File: config.mk
export PLATFORM = sky130hd
export DESIGN_NAME = csrx_top
export DESIGN_NICKNAME = d
export VERILOG_FILES = /design/src/rtl/csrx_pkg.sv /design/src/rtl/csrx_mclk.sv /design/src/rtl/csrx_sync.sv /design/src/rtl/csrx_frame.sv /design/src/rtl/csrx_flags.sv /design/src/rtl/csrx_top.sv
export SDC_FILE = /design/constraint.sdc
export NUM_CORES = 1
export LEC_CHECK = 0
export ABC_AREA = 1
export BUFFER_PORTS_ARGS = -buffer_cell sky130_fd_sc_hd__buf_2
export CAP_MARGIN = 5
export CORE_ASPECT_RATIO = 2
export CORE_MARGIN = 5
export CORE_UTILIZATION = 45
export CTS_CLUSTER_SIZE = 30
export DETAILED_ROUTE_END_ITERATION = 8
export GPL_TIMING_DRIVEN = 0
export MAX_ROUTING_LAYER = met4
export PLACE_DENSITY = 0.66
export SYNTH_ARGS = -nofsm -noshare
export SYNTH_HDL_FRONTEND = slang
export SYNTH_SLANG_ARGS = --single-unit
File: constraint.sdc
create_clock -name clk -period 4.1 [get_ports clk]
set_input_delay 0.41 -clock clk [delete_from_list [all_inputs] [get_ports clk]]
set_output_delay 0.41 -clock clk [all_outputs]
set_load 0.05 [all_outputs]
File: src/rtl/csrx_pkg.sv
package csrx_pkg;

  // Half-period of the generated transfer clock; a zero setting behaves as one.
  function automatic int unsigned half_cycles(input int unsigned div);
    return (div == 0) ? 1 : div;
  endfunction

  // Index of the final bit in a frame of the given length.
  function automatic int unsigned last_bit(input int unsigned frame_w);
    return frame_w - 1;
  endfunction

endpackage

File: src/rtl/csrx_mclk.sv
module csrx_mclk #(
  parameter int DIVW = 4
) (
  input  logic            clk,
  input  logic            rst_n,
  input  logic            run,
  input  logic [DIVW-1:0] div,
  output logic            sclk,
  output logic            rise_evt
);
  import csrx_pkg::*;

  logic [DIVW-1:0] cnt;
  logic            sclk_q;
  logic            at_end;

  assign at_end   = (cnt == DIVW'(half_cycles(32'(div)) - 1));
  assign rise_evt = run && at_end && !sclk_q;
  assign sclk     = sclk_q;

  always_ff @(posedge clk or negedge rst_n) begin
    if (!rst_n) begin
      cnt    <= '0;
      sclk_q <= 1'b1;
    end else if (!run) begin
      cnt    <= '0;
      sclk_q <= 1'b1;
    end else if (at_end) begin
      cnt    <= '0;
      sclk_q <= ~sclk_q;
    end else begin
      cnt <= cnt + DIVW'(1);
    end
  end


  idle_high_chk: assert property (@(posedge clk) disable iff (!rst_n)
    !run |=> sclk);


  rise_from_low_chk: assert property (@(posedge clk) disable iff (!rst_n)
    rise_evt |=> $rose(sclk));

endmodule

File: src/rtl/csrx_sync.sv
module csrx_sync (
  input  logic clk,
  input  logic rst_n,
  input  logic sclk_pin,
  input  logic sdat_pin,
  output logic rise_evt,
  output logic sdat_s
);
  logic [2:0] ck_q;
  logic [1:0] dt_q;

  always_ff @(posedge clk or negedge rst_n) begin
    if (!rst_n) begin
      ck_q <= 3'b111;
      dt_q <= 2'b00;
    end else begin
      ck_q <= {ck_q[1:0], sclk_pin};
      dt_q <= {dt_q[0], sdat_pin};
    end
  end

  assign rise_evt = ck_q[1] && !ck_q[2];
  assign sdat_s   = dt_q[1];


  edge_spacing_chk: assert property (@(posedge clk) disable iff (!rst_n)
    rise_evt |=> !rise_evt);

endmodule

File: src/rtl/csrx_frame.sv
module csrx_frame #(
  parameter int FRAME_W = 8
) (
  input  logic               clk,
  input  logic               rst_n,
  input  logic               clr,
  input  logic               smp,
  input  logic               bit_in,
  output logic               frame_done,
  output logic [FRAME_W-1:0] frame_word
);
  import csrx_pkg::*;

  localparam int CW = (FRAME_W > 1) ? $clog2(FRAME_W) : 1;

  logic [CW-1:0]      pos;
  logic [FRAME_W-1:0] shreg;
  logic               at_last;

  assign at_last    = (pos == CW'(last_bit(FRAME_W)));
  assign frame_done = smp && at_last;
  // first bit travels down to bit 0 by the end of the frame
  assign frame_word = {bit_in, shreg[FRAME_W-1:1]};

  always_ff @(posedge clk or negedge rst_n) begin
    if (!rst_n) begin
      pos   <= '0;
      shreg <= '0;
    end else if (clr) begin
      pos   <= '0;
      shreg <= '0;
    end else if (smp) begin
      shreg <= frame_word;
      pos   <= at_last ? '0 : pos + CW'(1);
    end
  end


  restart_chk: assert property (@(posedge clk) disable iff (!rst_n)
    clr |=> (pos == '0));

endmodule

File: src/rtl/csrx_flags.sv
module csrx_flags #(
  parameter int FRAME_W = 8
) (
  input  logic               clk,
  input  logic               rst_n,
  input  logic               frame_done,
  input  logic [FRAME_W-1:0] frame_word,
  input  logic               rd,
  input  logic               ovr_clr,
  output logic [FRAME_W-1:0] data,
  output logic               full,
  output logic               ovr,
  output logic               ovr_evt
);
  logic full_eff;
  logic store;

  assign full_eff = full && !rd;
  assign store    = frame_done && !full_eff;
  assign ovr_evt  = frame_done && full_eff;

  always_ff @(posedge clk or negedge rst_n) begin
    if (!rst_n) begin
      data <= '0;
      full <= 1'b0;
      ovr  <= 1'b0;
    end else begin
      if (store) data <= frame_word;
      if (store)   full <= 1'b1;
      else if (rd) full <= 1'b0;
      if (ovr_evt)      ovr <= 1'b1;
      else if (ovr_clr) ovr <= 1'b0;
    end
  end


  ovr_needs_full_chk: assert property (@(posedge clk) disable iff (!rst_n)
    $rose(ovr) |-> $past(full));


  ovr_keeps_data_chk: assert property (@(posedge clk) disable iff (!rst_n)
    ovr_evt |=> $stable(data));


  read_clears_chk: assert property (@(posedge clk) disable iff (!rst_n)
    (rd && !frame_done) |=> !full);

endmodule

File: src/rtl/csrx_top.sv
module csrx_top #(
  parameter int DIVW    = 4,
  parameter int FRAME_W = 8
) (
  input  logic               clk,
  input  logic               rst_n,
  input  logic               cfg_master,
  input  logic [DIVW-1:0]    cfg_div,
  input  logic               rx_en,
  input  logic               irq_en,
  input  logic               rd_strobe,
  input  logic               ovr_clr,
  input  logic               sclk_in,
  input  logic               sdata_in,
  output logic               sclk_out,
  output logic [FRAME_W-1:0] rx_data,
  output logic               rx_full,
  output logic               rx_ovr,
  output logic               rx_irq
);
  logic active, m_run, m_rise, s_rise, s_dat;
  logic smp, bit_sel, frame_done, ovr_evt, shift_clr;
  logic [FRAME_W-1:0] frame_word;

  assign active    = rx_en && !rx_ovr;
  assign m_run     = active && cfg_master;
  assign smp       = active && (cfg_master ? m_rise : s_rise);
  assign bit_sel   = cfg_master ? sdata_in : s_dat;
  assign shift_clr = !rx_en || ovr_clr;
  assign rx_irq    = rx_full && irq_en;

  csrx_mclk #(.DIVW(DIVW)) u_mclk (
    .clk(clk), .rst_n(rst_n), .run(m_run), .div(cfg_div),
    .sclk(sclk_out), .rise_evt(m_rise)
  );

  csrx_sync u_sync (
    .clk(clk), .rst_n(rst_n), .sclk_pin(sclk_in), .sdat_pin(sdata_in),
    .rise_evt(s_rise), .sdat_s(s_dat)
  );

  csrx_frame #(.FRAME_W(FRAME_W)) u_frame (
    .clk(clk), .rst_n(rst_n), .clr(shift_clr), .smp(smp), .bit_in(bit_sel),
    .frame_done(frame_done), .frame_word(frame_word)
  );

  csrx_flags #(.FRAME_W(FRAME_W)) u_flags (
    .clk(clk), .rst_n(rst_n), .frame_done(frame_done), .frame_word(frame_word),
    .rd(rd_strobe), .ovr_clr(ovr_clr), .data(rx_data), .full(rx_full),
    .ovr(rx_ovr), .ovr_evt(ovr_evt)
  );


  frozen_no_frame_chk: assert property (@(posedge clk) disable iff (!rst_n)
    (rx_ovr && !ovr_clr) |=> !frame_done);


  frozen_data_chk: assert property (@(posedge clk) disable iff (!rst_n)
    (rx_ovr && !ovr_clr) |=> $stable(rx_data));


  full_from_frame_chk: assert property (@(posedge clk) disable iff (!rst_n)
    $rose(rx_full) |-> $past(frame_done));


  disabled_no_full_chk: assert property (@(posedge clk) disable iff (!rst_n)
    (!rx_en && !$past(rx_en)) |-> !$rose(rx_full));

endmodule

==> impl_metrics.py, run 1 <==
metrics = {
    "yosys": {
        "yosys.area.top_type": "dfrtp_1",
        "synth_area_leaders": "dfrtp_1, nand2_1, dfstp_2",
        "synth_cell_type_count": 25,
        "synth-seq-area-share_pct": 52.8,
        "syn_inst": 170,
        "synthDominantCellAreaShare_pct": 45.5,
        "syn_nets": 187,
        "ys_ff_latch": 30,
        "postSynthAreaPerCell_sq_um": 8.41,
        "yosys_warnings": 0,
        "netlist_area_sq_um": 1430,
    },
    "sta": {
        "report.final.hold_viol_count": 0,
        "setup_violations": 0,
        "worst_pin_slew_ns": 0.650,
        "fin_setup_tns_ns": 0,
        "slew_violations": 0,
        "rsz0062_at_grt": "false",
        "skew_ns": 0.00500,
        "min_period_over_period_pct": 54.6,
        "min_period_ns": 2.24,
        "timing.hold.ws_ns": 0.153,
        "fmax_ghz": 0.446,
        "relSlewSlack_pct": 56.7,
    },
    "worst_setup_path": {
        "critPathTopFamily": "simple AND/OR/NAND/NOR gates",
        "worstSetupPathType": "primary input to register",
        "startpoint_type": "primary input",
        "crit_required_ns": 4.31,
        "critPathCaptureType": "register",
        "r2r_slack_ns": 2.32,
        "cp_max_fo": 10,
        "critPathSlowestCell": "ha_1",
        "cp_cell_sequence": "buf_2, nor2_1, nand2_1, nand2_1, inv_1, ha_1, xor2_1, nand3_1, nor2_2, nand4_2, a21oi_2, buf_6, nand3_1, o21ai_1",
        "max_stage_delay_ns": 0.29,
        "crit_buf_inv": 3,
        "arrival_ns": 2.45,
    },
    "floorplan": {
        "die_w_um": 49.9,
        "die_area_sq_um": 4470,
        "num_rows": 29,
        "io_pins": 25,
        "die_height_um": 89.7,
        "initial_core_util_pct": 45.8,
        "core-area_sq_um": 3120,
    },
    "global_routing": {
        "grt_pass1_vias": 1274,
        "grt_usage_pct": 15.2,
        "grt_pass1_wl_mm": 5.29,
        "grt_max_degree": 31,
        "antenna_found_initial": 0,
        "grt-ovfl-total": 0,
    },
    "detailed_routing": {
        "drc": 0,
        "ant_nets": 0,
        "post_drt_via_cell_ratio": 4.97,
        "finalWirelength_mm": 2.87,
        "wl_per_cell_um": 12.3,
        "drt-initial-drc-count": 25,
        "drtPass1Iterations": 4,
        "vias": 1157,
    },
    "placement": {
        "port_buffers": 24,
        "gp_congestion": 0.760,
        "place_inst": 225,
        "dpl.hpwl_mm": 2.30,
        "placed_cell_area_sq_um": 1590,
    },
    "pwr": {
        "power_frac_seq_pct": 48.6,
        "combPwrFrac_pct": 8.6,
        "p_per_area_nw_per_um2": 379,
        "p_int_mw": 0.495,
        "p_clk_share_pct": 42.7,
        "finalPower_mw": 0.643,
        "power.switching_mw": 0.148,
        "vdd_drop_max_v": 0.000258,
        "power_switching_share_pct": 23.1,
        "leakage_nw": 1.02,
    },
    "flow_run": {
        "max-cap-violations": 0,
    },
    "clocking": {
        "cts_buffer_depth": 2,
        "clk_latency_ns": 0.28,
        "cts_setup_buffers": 0,
        "clk_pin_slew_worst_paths_ns": 0.06,
        "cts.sinks": 30,
        "numCtsBuffers": 5,
        "root_buffer": "clkbuf_8",
        "cts.repair.resized": 0,
        "htree_levels": 2,
        "cts_tree": "done",
        "hold_buffers": 0,
    },
    "layout": {
        "final_cells": 233,
        "area_growth_pct": 18.8,
        "nFillCells": 307,
        "final_nets": 218,
        "diodes": 0,
        "postLayoutCellArea_sq_um": 1700,
        "drive_gt1_share_pct": 22.8,
    },
    "status": {
        "outcome": "completed",
    },
    "hold_path": {
        "hp-class": "primary input to async pin",
    },
}
-- kinds of logic (layout without fill, tap and decap cells) --
kind of cell / after synthesis / count (layout) / synth area share, %
simple gates: 91 / 91 / 28.4
buf+inv: 31 / 63 / 9.27
flops: 30 / 30 / 52.8
compound gates: 11 / 11 / 4.11
fa+ha+maj: 4 / 4 / 3.50
xor+xnor: 3 / 3 / 1.84
-- routing by layer --
layer / vias up / track usage, % / part of all wire (%)
li1: 590 / - / -
met1: 533 / 13.6 / 34
met2: 23 / 27.8 / 59
met3: 11 / 3.81 / 4.4
met4: 0 / 7.88 / 3.3
met5: - / - / 0
-- flip-flops by register name, summed over array words and instances (netlist names) --
| signal | flops |
|---|---|
| u_frame.shreg | 7 |
| u_sync.dt_q | 2 |
| u_mclk.cnt | 4 |
| u_frame.pos | 3 |
| u_sync.ck_q | 3 |
| u_mclk.sclk | 1 |
| u_flags.ovr | 1 |
| u_flags.data | 8 |
| u_flags.full | 1 |
-- cells in the final DEF, fill, tap and decap left out --
master	instances
nand2_1	58
dfrtp_1	26
inv_1	25
buf_2	25
nor2_1	9
nand3_1	9
nand4_1	8
clkbuf_8	8
o21ai_1	5
ha_1	4
dfstp_2	4
o21ai_0	3
xor2_1	2
nand4_2	2
a21oi_1	2
buf_6	2
xnor2_1	1
inv_2	1
nand3b_1	1
nor2_2	1
nor3_2	1
clkbuf_1	1
nor3_1	1
a21oi_2	1
nand2_2	1
clkinv_1	1
-- worst reg2reg max path: cells and delay by family, from the launching register on --
kind	cells	cell delay, ns
AO/OA/AOI/OAI	3	0.42
buffers and inverters	2	0.28
flip-flops	1	0.53
AND/OR/NAND/NOR	2	0.49
-- layout make-up --
class	count	area, sq um	share of cell area [%]
buffer	4	31.3	1.84
clock buffer	8	110	6.48
inverter	27	101	5.96
multi-input combinational	109	542	31.9
sequential	30	756	44.5
tap	31	38.8	2.28
timing repair buffer	24	120	7.07
-- path summary, 6_finish.rpt --
check | startpoint | cells after the start | end
min in group clk | sclk_in | 1 | u_sync.ck_q[0]$_DFF_PN1_
max in group asynchronous | rst_n | 1 | u_sync.dt_q[1]$_DFF_PN0_
worst max register to register | u_sync.ck_q[1]$_DFF_PN1_ | 7 | u_flags.ovr$_DFFE_PN0P_
worst min register to register | u_sync.dt_q[0]$_DFF_PN0_ | 0 | u_sync.dt_q[1]$_DFF_PN0_
worst max-delay path | cfg_div[1] | 14 | u_flags.ovr$_DFFE_PN0P_
worst min-delay path | rst_n | 1 | u_frame.shreg[2]$_DFFE_PN0P_
-- power groups by stage --
stage | Clock [mW] | Combinational, mW | Sequential [mW]
after floorplan | 0 | 0.0314 | 0.321
after global placement | 0 | 0.0541 | 0.317
after detailed placement | 0 | 0.0568 | 0.318
after CTS | 0.282 | 0.0570 | 0.313
after global routing | 0.294 | 0.0653 | 0.314
final | 0.275 | 0.0555 | 0.313
-- Yosys cell counts --
cell and instances:
nand2_2 1, nand4_2 2, nand4_1 8, nand3b_1 1, o21ai_0 3, dfstp_2 4, inv_2 1, nor3_2 1
clkinv_1 1, xnor2_1 1, ha_1 4, buf_2 1, nor2_1 9, a21oi_1 2, xor2_1 2, inv_1 25
o21ai_1 5, nor3_1 1, a21oi_2 1, clkbuf_1 1, dfrtp_1 26, nor2_2 1, buf_6 2, nand2_1 58
nand3_1 9
-- through the flow --
stage          setup slack [ns]  util (%)
2_1_floorplan              2.05         -
3_3_place_gp               1.57      50.9
3_5_place_dp               1.51      50.9
4_1_cts                    1.81      54.5
5_1_grt                    1.62      54.5
6_report                   1.86      54.5
Note: power is estimated with default switching activity, not from simulation.
==> run 2: changes to the inputs <==
Settings changed: ABC_AREA 1 to 0, PLACE_DENSITY 0.66 to 0.69.
Clock period 4.1 ns to 1.9 ns, I/O delays scaled along.
==> run 2 against run 1 <==
The run now ends with setup timing left. Count of clock-buffer cells in the layout fell by 1. Power rose by 110%. Via count fell by 18%. Sequential cell count did not move. Register-to-register slack got worse by 2.4 ns. Utilization rose by 5.4 points. Critical path type is now register to register. Largest cell class unchanged. Largest power group unchanged.
==> impl_metrics.py, run 2 <==
metrics = {
    "status": {
        "outcome": "finished with violations",
        "violations": "setup timing",
    },
    "clocking": {
        "htree_levels": 2,
        "root_buffer": "clkbuf_8",
        "cts_tree": "done",
        "clk_pin_slew_worst_paths_ns": 0.06,
        "numCtsBuffers": 5,
        "cts_buffer_depth": 2,
        "clk_latency_ns": 0.28,
        "cts.sinks": 30,
    },
    "worst_setup_path": {
        "worstSetupPathType": "register to register",
        "critPathTopFamily": "flip-flops",
        "startpoint_type": "register",
        "cp_cell_sequence": "xnor3_1, nand2_2, nor3_2, o21ai_2, a211oi_4, buf_12, mux2_4",
        "r2r-start": "u_mclk.cnt[2]$_DFF_PN0_",
        "cp_max_fo": 8,
        "crit_start": "u_mclk.cnt[2]$_DFF_PN0_",
        "crit_required_ns": 2.06,
        "arrival_ns": 2.10,
        "critPathCaptureType": "register",
        "crit_buf_inv": 1,
        "max_stage_delay_ns": 0.38,
        "critPathSlowestCell": "dfrtp_1",
    },
    "detailed_routing": {
        "drtPass1Iterations": 4,
        "wl_per_cell_um": 15.3,
        "drc": 0,
        "post_drt_via_cell_ratio": 5.27,
        "finalWirelength_mm": 2.77,
        "ant_nets": 0,
        "drt-initial-drc-count": 30,
        "vias": 954,
    },
    "yosys": {
        "yosys_warnings": 0,
        "synthArstFlopShare_pct": 100,
        "synth-seq-area-share_pct": 55.8,
        "synth_area_leaders": "dfrtp_1, dfstp_2, mux2_2",
        "ys_ff_latch": 30,
        "yosys.area.top_type": "dfrtp_1",
        "netlist_top_cells_count": "dfrtp_1, nand2_1, mux2i_1",
        "syn_nets": 130,
        "synthDominantCellAreaShare_pct": 48.1,
        "postSynthAreaPerCell_sq_um": 12.0,
        "synth.most_common_cell": "dfrtp_1",
        "syn_inst": 113,
        "ys.flop_type": "dfrtp_1",
        "netlist_area_sq_um": 1350,
        "synth-edff-count": 0,
        "synth_cell_type_count": 31,
    },
    "pwr": {
        "vdd_drop_max_v": 0.00111,
        "leakage_nw": 0.873,
        "p_per_area_nw_per_um2": 781,
        "finalPower_mw": 1.38,
    },
    "global_routing": {
        "grt-ovfl-total": 0,
        "grt_pass1_wl_mm": 4.84,
        "grt_max_degree": 31,
        "antenna_found_initial": 0,
        "grt_usage_pct": 15.2,
        "grt_pass1_vias": 1108,
    },
    "sta": {
        "skew_ns": 0.00363,
        "worst_pin_slew_ns": 0.651,
        "report.final.hold_viol_count": 0,
        "min_period_over_period_pct": 102,
        "rsz0062_at_grt": "true",
        "slew_violations": 0,
        "min_period_ns": 1.94,
        "setup_violations": 8,
        "relSlewSlack_pct": 56.6,
        "finalWorstSetupSlack_ns": -0.0407,
        "fmax_ghz": 0.515,
    },
    "layout": {
        "regMostFlops": "u_flags.data",
        "top_regs": "u_flags.data: 8 flops, u_frame.shreg: 7 flops, u_mclk.cnt: 4 flops",
        "postLayoutCellArea_sq_um": 1760,
        "seqCellArea_sq_um": 757,
        "finalCoreUtilization_pct": 59.8,
        "largest_reg_flops": 8,
        "final_cell_mix": "dfrtp_1, buf_2, nand2_1, mux2i_1, mux2_4",
        "area_growth_pct": 30.0,
        "final_nets": 167,
        "final_common_cell": "dfrtp_1",
        "multi_input_area_sq_um": 634,
        "drive_gt1_share_pct": 39.7,
        "nFillCells": 267,
        "diodes": 0,
    },
    "floorplan": {
        "io_pins": 25,
        "core-area_sq_um": 2940,
        "die_w_um": 48.8,
        "die_height_um": 87.6,
        "initial_core_util_pct": 46.0,
        "num_rows": 28,
        "die_area_sq_um": 4270,
    },
    "flow_run": {
        "max-cap-violations": 0,
    },
    "placement": {
        "place_ws_ns": -0.529,
        "dpl.hpwl_mm": 2.04,
        "port_buffers": 24,
        "gp_congestion": 0.769,
        "placed_cell_area_sq_um": 1520,
    },
    "hold_path": {
        "worst_hold_startpoint": "sdata_in",
        "hp-class": "primary input to register",
    },
}
run 2: cell types whose count changed in the layout (fill, tap and decap cells not counted), sizes merged, moves of 5 or more:
cell,delta
mux2,+9
mux2i,+10
nand4,-10
inv,-23
o21ai,-5
nand2,-40
nand3,-7
run 2: metal layers:
metal | track usage, % | share of wire (%)
met1 | 14.0 | 35
met2 | 27.3 | 58
met3 | 3.07 | 3.4
met4 | 10.5 | 2.9
met5 | - | 0
run 2: kinds of logic after synthesis:
kind of cell             Yosys count  share of synthesized area [%]
AND/OR/NAND/NOR                   42                           14.9
flip-flops                        30                           55.8
adder cells (fa/ha/maj)            4                           3.70
XOR/XNOR                           4                           3.60
multiplexers                      19                           14.9
buffers and inverters              5                           1.48
AO/OA/AOI/OAI                      9                           5.64
run 2: power by group:
part           leakage [nW]  internal, mW  switching [mW]  total, mW
clock                0.0524         0.391           0.217      0.609
combinational         0.423        0.0484          0.0597      0.108
sequential            0.398         0.652         0.00677      0.659
run 2: final timing paths:
path / to / slack, ns / cells past startpoint
worst max-delay path: u_flags.data[7]$_DFFE_PN0P_ / -0.04 / 7
worst min-delay path: u_sync.dt_q[0]$_DFF_PN0_ / 0.04 / 1
worst max register to register: u_flags.data[7]$_DFFE_PN0P_ / -0.04 / 7
worst min register to register: u_sync.ck_q[1]$_DFF_PN1_ / 0.36 / 0
max in group asynchronous: u_flags.ovr$_DFFE_PN0P_ / 0.96 / 2
min in group asynchronous: u_flags.data[5]$_DFFE_PN0P_ / 0.47 / 2
run 2: area by class of cell:
| cell class | instances | share of cell area (%) |
|---|---|---|
| Inverter | 3 | 0.640 |
| Timing Repair Buffer | 30 | 11.3 |
| Multi-Input combinational cell | 78 | 36.0 |
| Clock buffer | 7 | 4.34 |
| Sequential cell | 30 | 43.0 |
| Clock inverter | 1 | 1.71 |
| Tap cell | 30 | 2.13 |
| Buffer | 2 | 0.853 |
run 2: worst reg2reg max path, delay by kind of cell, from the launching register on:
family / cells / cell delay [ns]
mux: 1 / 0.31
xor+xnor: 1 / 0.38
buf+inv: 1 / 0.18
simple gates: 2 / 0.23
compound gates: 2 / 0.35
flops: 1 / 0.38
run 2: stage by stage:
step                hold slack, ns  TNS, ns  cells
floorplan                   -0.106    -1.06    113
global placement             0.243    -5.23    167
detailed placement           0.254    -6.45    167
CTS                         0.0330   -0.771    180
global route                0.0381    -1.25    181
finish                      0.0437   -0.259    181
run 2: what timing repair did:
item                                    4_1_cts  5_1_grt
buffers inserted                              3        1
hold buffers                                  2        0
resized for setup                            15        5
endpoints found under the setup margin       17       15
hold endpoints to repair                     27        0
pin swaps                                     7        3
cloned                                        0        0
